## config.mk

```make
export PLATFORM = sky130hd
export DESIGN_NAME = clock_victim_sel
export DESIGN_NICKNAME = d
export VERILOG_FILES = /design/src/rtl/clock_victim_sel.sv
export SDC_FILE = /design/constraint.sdc
export NUM_CORES = 1
export LEC_CHECK = 0
export CORE_UTILIZATION = 50
export DETAILED_ROUTE_END_ITERATION = 7
export GPL_ROUTABILITY_DRIVEN = 0
export GPL_TIMING_DRIVEN = 0
export PLACE_DENSITY = 0.82
export SLEW_MARGIN = 40
export SYNTH_ARGS = -nofsm -noshare
export SYNTH_HDL_FRONTEND = slang
export SYNTH_SLANG_ARGS = --single-unit
```

## constraint.sdc

```tcl
create_clock -name clk -period 1.95 [get_ports clk]
set_input_delay 0.4875 -clock clk [delete_from_list [all_inputs] [get_ports clk]]
set_output_delay 0.4875 -clock clk [all_outputs]
set_load 0.02 [all_outputs]
```

## src/rtl/clock_victim_sel.sv

```systemverilog
module clock_victim_sel #(
  parameter int FRAMES = 8,
  localparam int IDX_W = (FRAMES > 1) ? $clog2(FRAMES) : 1
) (
  input  logic             clk,
  input  logic             rst_n,
  input  logic             ev_valid,
  input  logic [IDX_W-1:0] ev_frame,
  input  logic             ev_write,
  input  logic             tick,
  input  logic             fault_req,
  output logic             busy,
  output logic             done,
  output logic [IDX_W-1:0] victim,
  output logic             victim_dirty
);

  logic [FRAMES-1:0] refd, modd, refd_nx, modd_nx;
  logic [IDX_W-1:0]  hand, hand_inc;
  logic              pick;

  // Stop on the frame under the hand if its used bit is clear.
  assign pick     = busy & ~refd[hand];
  assign hand_inc = (hand == IDX_W'(FRAMES - 1)) ? '0 : hand + 1'b1;

  // Per-frame update. Later assignments win: tick first, then the hand's
  // clear or restart, then the access event.
  always_comb begin
    for (int i = 0; i < FRAMES; i++) begin
      refd_nx[i] = refd[i];
      modd_nx[i] = modd[i];
      if (tick)
        refd_nx[i] = 1'b0;
      if (busy && hand == IDX_W'(i)) begin
        refd_nx[i] = pick;
        if (pick)
          modd_nx[i] = 1'b0;
      end
      if (ev_valid && ev_frame == IDX_W'(i)) begin
        refd_nx[i] = 1'b1;
        if (ev_write)
          modd_nx[i] = 1'b1;
      end
    end
  end

  always_ff @(posedge clk or negedge rst_n) begin
    if (!rst_n) begin
      refd         <= '0;
      modd         <= '0;
      hand         <= '0;
      busy         <= 1'b0;
      done         <= 1'b0;
      victim       <= '0;
      victim_dirty <= 1'b0;
    end else begin
      refd <= refd_nx;
      modd <= modd_nx;
      done <= 1'b0;
      if (!busy) begin
        busy <= fault_req;
      end else begin
        hand <= hand_inc;
        if (pick) begin
          busy         <= 1'b0;
          done         <= 1'b1;
          victim       <= hand;
          victim_dirty <= modd[hand];
        end
      end
    end
  end

endmodule

```

# --- Word level (Yosys, flattened, before mapping) ---
# Index checks and enable logic that the tools add are counted.
word_totals:
  register_bits: 25
  inputBits: 9
  wordCells: 117
op_classes:
  add_sub_neg: 1
  magnitude_cmp: 1
  n_eq_ne: 14
  mux: 58
  bitwise_logic: 2
  n_reduce_logical: 27
op_table:
  columns: ["operator", "n"]
  rows:
  - ["$mux W1", 55]
  - ["$eq A3 B3 Y1 const B", 8]
  - ["$reduce_bool A3 Y1", 8]
  - ["$logic_and A1 B1 Y1", 16]
  - ["$eq A3 B2 Y1 const B", 4]
  - ["$bmux W1 S3", 2]
  - ["$eq A3 B1 Y1 const B", 2]
  - ["$logic_not A3 Y1", 2]
  - ["$lt A3 B4 Y1 const B", 1]
  - ["$add A3 B1 Y3 const B", 1]
  - ["$mux W3", 1]
  - ["$reduce_and A2 Y1", 1]
  - ["$and A1 B1 Y1", 1]
  - ["$not A1 Y1", 1]

# --- Longest topological paths before layout ---
depth:
  word_depth: 8
  mapped_depth: 6
  mapped_depth_nobuf: 5

# --- Worst setup path after synthesis ---
# OpenSTA, ideal clock, no wires.
synth_timing:
  path_type: "reg-to-reg"
  startpoint: "reg hand[1]"
  endpoint: "reg victim[0]"
  setup_ps: 125
  t_arrival_ps: 1538
  required_ps: 1825
  path_slack_ps: 287
  stages_incl_launch_ff: 6
  n_path_buf: 1
  cell_sequence: "dfrtp_1 buf_6 mux2_4 a2bb2oi_2 a21o_4 mux2_4"
synth_between:
  elab_chain_cells: 5
synth_rtl:
  columns: ["element", "line_no", "text"]
  rows:
  - ["start: declaration", "19", "logic [IDX_W-1:0] hand, hand_inc;"]
  - ["start signal: assignment", "63", "hand <= hand_inc;"]
  - ["$bmux W1 S3", "23", "assign pick = busy & ~refd[hand];"]
  - ["$mux W1 (implied by the code)", "23", null]
  - ["$not A1 Y1", "23", null]
  - ["$and A1 B1 Y1", "23", null]
  - ["$reduce_and A2 Y1 (no line)", null, null]
  - ["end signal: assignment", "67", "victim <= hand;"]
  - ["end: declaration", "14", "output logic [IDX_W-1:0] victim,"]
# No other way between the ends. The select of a mux whose other input is x is not followed.
# A chain may end at the register's enable or synchronous reset.

# --- Final worst setup path ---
layout_timing:
  startpoint: "reg hand[0]"
  endpoint: "reg refd[4]"
layout_between:
  elab_chain_cells: 6
  word_cells_on_any_way: 9
  cone_classes: "eq/ne (1); mux (4); bitwise (2); reduce/logical (2)"
layout_rtl:
  columns: ["element", "line_no", "text"]
  rows:
  - ["$bmux W1 S3", "23", null]
  - ["$mux W1 (implied by the code)", "23", null]
  - ["$not A1 Y1", "23", null]
  - ["$and A1 B1 Y1", "23", null]
  - ["$mux W1", "34", "if (busy && hand == IDX_W'(i)) begin"]
  - ["$mux W1", "39", "if (ev_valid && ev_frame == IDX_W'(i)) begin"]
  - ["end signal: assignment", "57", "refd <= refd_nx;"]
  - ["end: declaration", "18", "logic [FRAMES-1:0] refd, modd, refd_nx, modd_nx;"]
# Several ways; a longest one is shown, not always the timed one. The select of a mux whose other input is x is not followed.

==> impl_results.md <==
- Ratio of cells with drive above 1 in the final layout: 0.141
- Unrepaired setup endpoints after global routing: no
- Worst-path fanout max: 10
- HPWL Detailed: ~2400 um
- Fin crit share: 0.950
- Arrival time of the worst setup path: 2090 ps
- Total via count in the routed design: roughly 1100
- Power Density: about 1700 mW/mm^2
- Tmin final: 1850 ps
- Syn-to-layout area delta: 14.6%
- Syn avg cell area: between 10 and 15 sq um
- Average vias per placed instance: 6.13
- Setup CP Type: register to register
- Largest net degree at the start of global routing: 26
- Routed WL per cell: 17.5 um
- Reg power frac: 0.337
- Placed Cells: about 180
- Max-cap check violation count: 0
- Crit start category: register
- Slew @ Worst Pin: roughly 560 ps
- DRT iter0 DRCs: 33
- Post-CTS setup repair buffer count: 0
- Post-synth top area share: 0.449
- Synth area leader: dfrtp_1
- CTS resizes: 0
- Fin. max-slew vios: 0
- Skew-Pair Late Insertion Delay: between 300 and 400 ps
- Die W: 54.8 um
- Placeable Area: 0.00254 sq mm
- H-tree Lvls: 1
- Total power: 2.75 mW
- VDD IR max: 1030 uV
- Post-synthesis register bit count: 25
- Die height: roughly 55 um
- GRT overflow: 0
- CTS max path bufs: 2
- Cells along the critical path: clkbuf_4 > nor2b_1 > a22oi_2 > a211oi_1 > a221o_1
- Number of hold buffers added after CTS: 0
- Status: complete, no violations
- Syn_nets: 146
- Routed wire length: 3130 um
- CTS root buf: clkbuf_4
- IO buf count: 14
- R2r startpoint: hand[0]
- Leakage: 0.739 nW
- Setup Viol. Count Final: 0
- Combinational fraction of design power: 0.577
- Worst reg-to-reg setup slack: 100 ps
- Syn. warnings: 0
- Final nets: about 170
- CTS tree: done
- Final Util: 0.627
- Initial Util: 0.547
- Post-route DRC: 0
- Register area share after synthesis: 0.449
- Setup TNS: 0 ps
- Gr usage total: 0.246
- Crit path capture type: register
- CP peak stage delay: 430 ps
- Mapped cell area: 0.00139 sq mm
- Skew final: 9.94 ps
- Vias in the first global route: ~1100
- CTS sink count: 25
- Fin Hold WS: 125 ps
- TritonCTS buffer count: 3
- Top_reg_cell synth: dfrtp_1
- Top cells by area, synth: dfrtp_1, mux4_2, ha_1
- Sw Share: 0.421
- Die area: 0.00300 sq mm
- Top Ports: 15
- Share of async-settable or async-resettable flops after synthesis: 1.00
- Clock-pin slew on the worst setup and hold paths: 140 ps
- Hold Crit Class: primary input to async pin
- Cell with the most instances after synthesis: dfrtp_1
- Critical path's slowest cell: dfrtp_1
- Initial antenna violation count: 0
- Cells after Synth: 131
- First-pass GRT wire length: 5070 um
- Antenna Nets Post-Route: 0
- Worst reg-to-reg path cell count: 5
- Rows: 18
- Drt first pass iters: 4
- Max Clk Rate: 540 MHz
- Distinct cells, synth: 33
- Final Hold Fails: 0
- Net Sw Power: ~1.2 mW
- Post-synth EDFFs: 0
- Layout Cells excl Fill: roughly 180
- Slew HR: 0.628
- R2R Path End: refd[4]
- Worst EP required: ~2200 ps
- ANT cells: 0
- Clk network pwr share: 0.086
- Internal power: between 1.5 and 2 mW
- Top cells by count, synth: dfrtp_1, nand2_1, inv_1
## kinds of logic (layout without fill, tap and decap cells)
logic type	count (synthesis)	after routing	synth area share
and+or+nand+nor	39	39	0.138
AOI/OAI and AO/OA	32	32	0.169
DFF	25	25	0.449
buffers and inverters	17	35	0.0530
muxes	12	12	0.137
adders and majority gates	6	6	0.0539
## registers in the layout, summed over array words and instances, names as in the netlist
signal and flops:
victim 3, refd 8, done 1, modd 8
hand 3, victim_dirty 1, busy 1
## final cells by class
cell class	count	area, sq um
inverter	13	48.8
clock inverter	1	5.00
sequential	25	626
multi-input combinational	89	693
tap	30	37.5
buffer	4	27.5
fill	201	950
timing repair buffer	14	135
clock buffer	3	22.5
## placed cells by master, fill, tap and decap left out, drive strengths merged
cell,Yosys,routed
a211oi,1,1
a21o,1,1
a21oi,5,5
a221o,2,2
a22oi,1,1
a2bb2oi,1,1
a311o,1,1
a31oi,3,3
and2,1,1
and3,2,2
buf,3,3
clkbuf,1,5
clkdlybuf4s50,0,13
clkinv,0,1
dfrtp,25,25
ha,6,6
inv,13,13
mux2,4,4
mux2i,4,4
mux4,4,4
nand2,16,16
nand3,5,5
nand3b,3,3
nor2,6,6
nor2b,3,3
nor3,1,1
o211ai,1,1
o21a,1,1
o21ai,6,6
o221ai,1,1
o22ai,5,5
o2bb2ai,3,3
or3,1,1
or3b,1,1
## power groups by stage
| stage | combinational [mW] | clock [mW] | sequential, mW |
|---|---|---|---|
| 6_report | 1.58 | 0.236 | 0.926 |
| 3_3_place_gp | 1.51 | 0 | 0.911 |
| 2_1_floorplan | 1.09 | 0 | 0.962 |
| 5_1_grt | 1.74 | 0.261 | 0.955 |
| 4_1_cts | 1.57 | 0.245 | 0.925 |
| 3_5_place_dp | 1.57 | 0 | 0.939 |
## worst max-delay path by stage
stage                     cells past startpoint  slack [ps]  startpoint   endpoint
after floorplan                               5         290     hand[1]  victim[0]
after global placement                        1         150       rst_n    modd[3]
after detailed placement                      5         110    ev_valid    refd[0]
after CTS                                     5         100     hand[0]    refd[4]
after global routing                          5           2     hand[0]    refd[4]
final                                         5         100     hand[0]    refd[4]
## metal layers
layer | up-vias | track usage | routed length [um]
met5 | - | 0 | 0
met3 | 7 | 0.0528 | 143
met2 | 38 | 0.404 | 1570
met4 | 0 | 0.0983 | 50
met1 | 547 | 0.311 | 1360
li1 | 505 | - | -
## metrics by stage
stage / setup WS, ps / instance area (sq um)
2_1_floorplan: 287 / 1390
3_3_place_gp: 146 / 1570
3_5_place_dp: 107 / 1570
4_1_cts: 102 / 1590
5_1_grt: 1.70 / 1600
6_report: 97.5 / 1600
## worst max-delay path: cells and delay by family (launching register included)
kind	cells	cell delay, ps
AO/OA/AOI/OAI	3	950
flip-flops	1	430
buffers and inverters	1	210
AND/OR/NAND/NOR	1	160
Note: power is estimated with default switching activity, not from simulation.
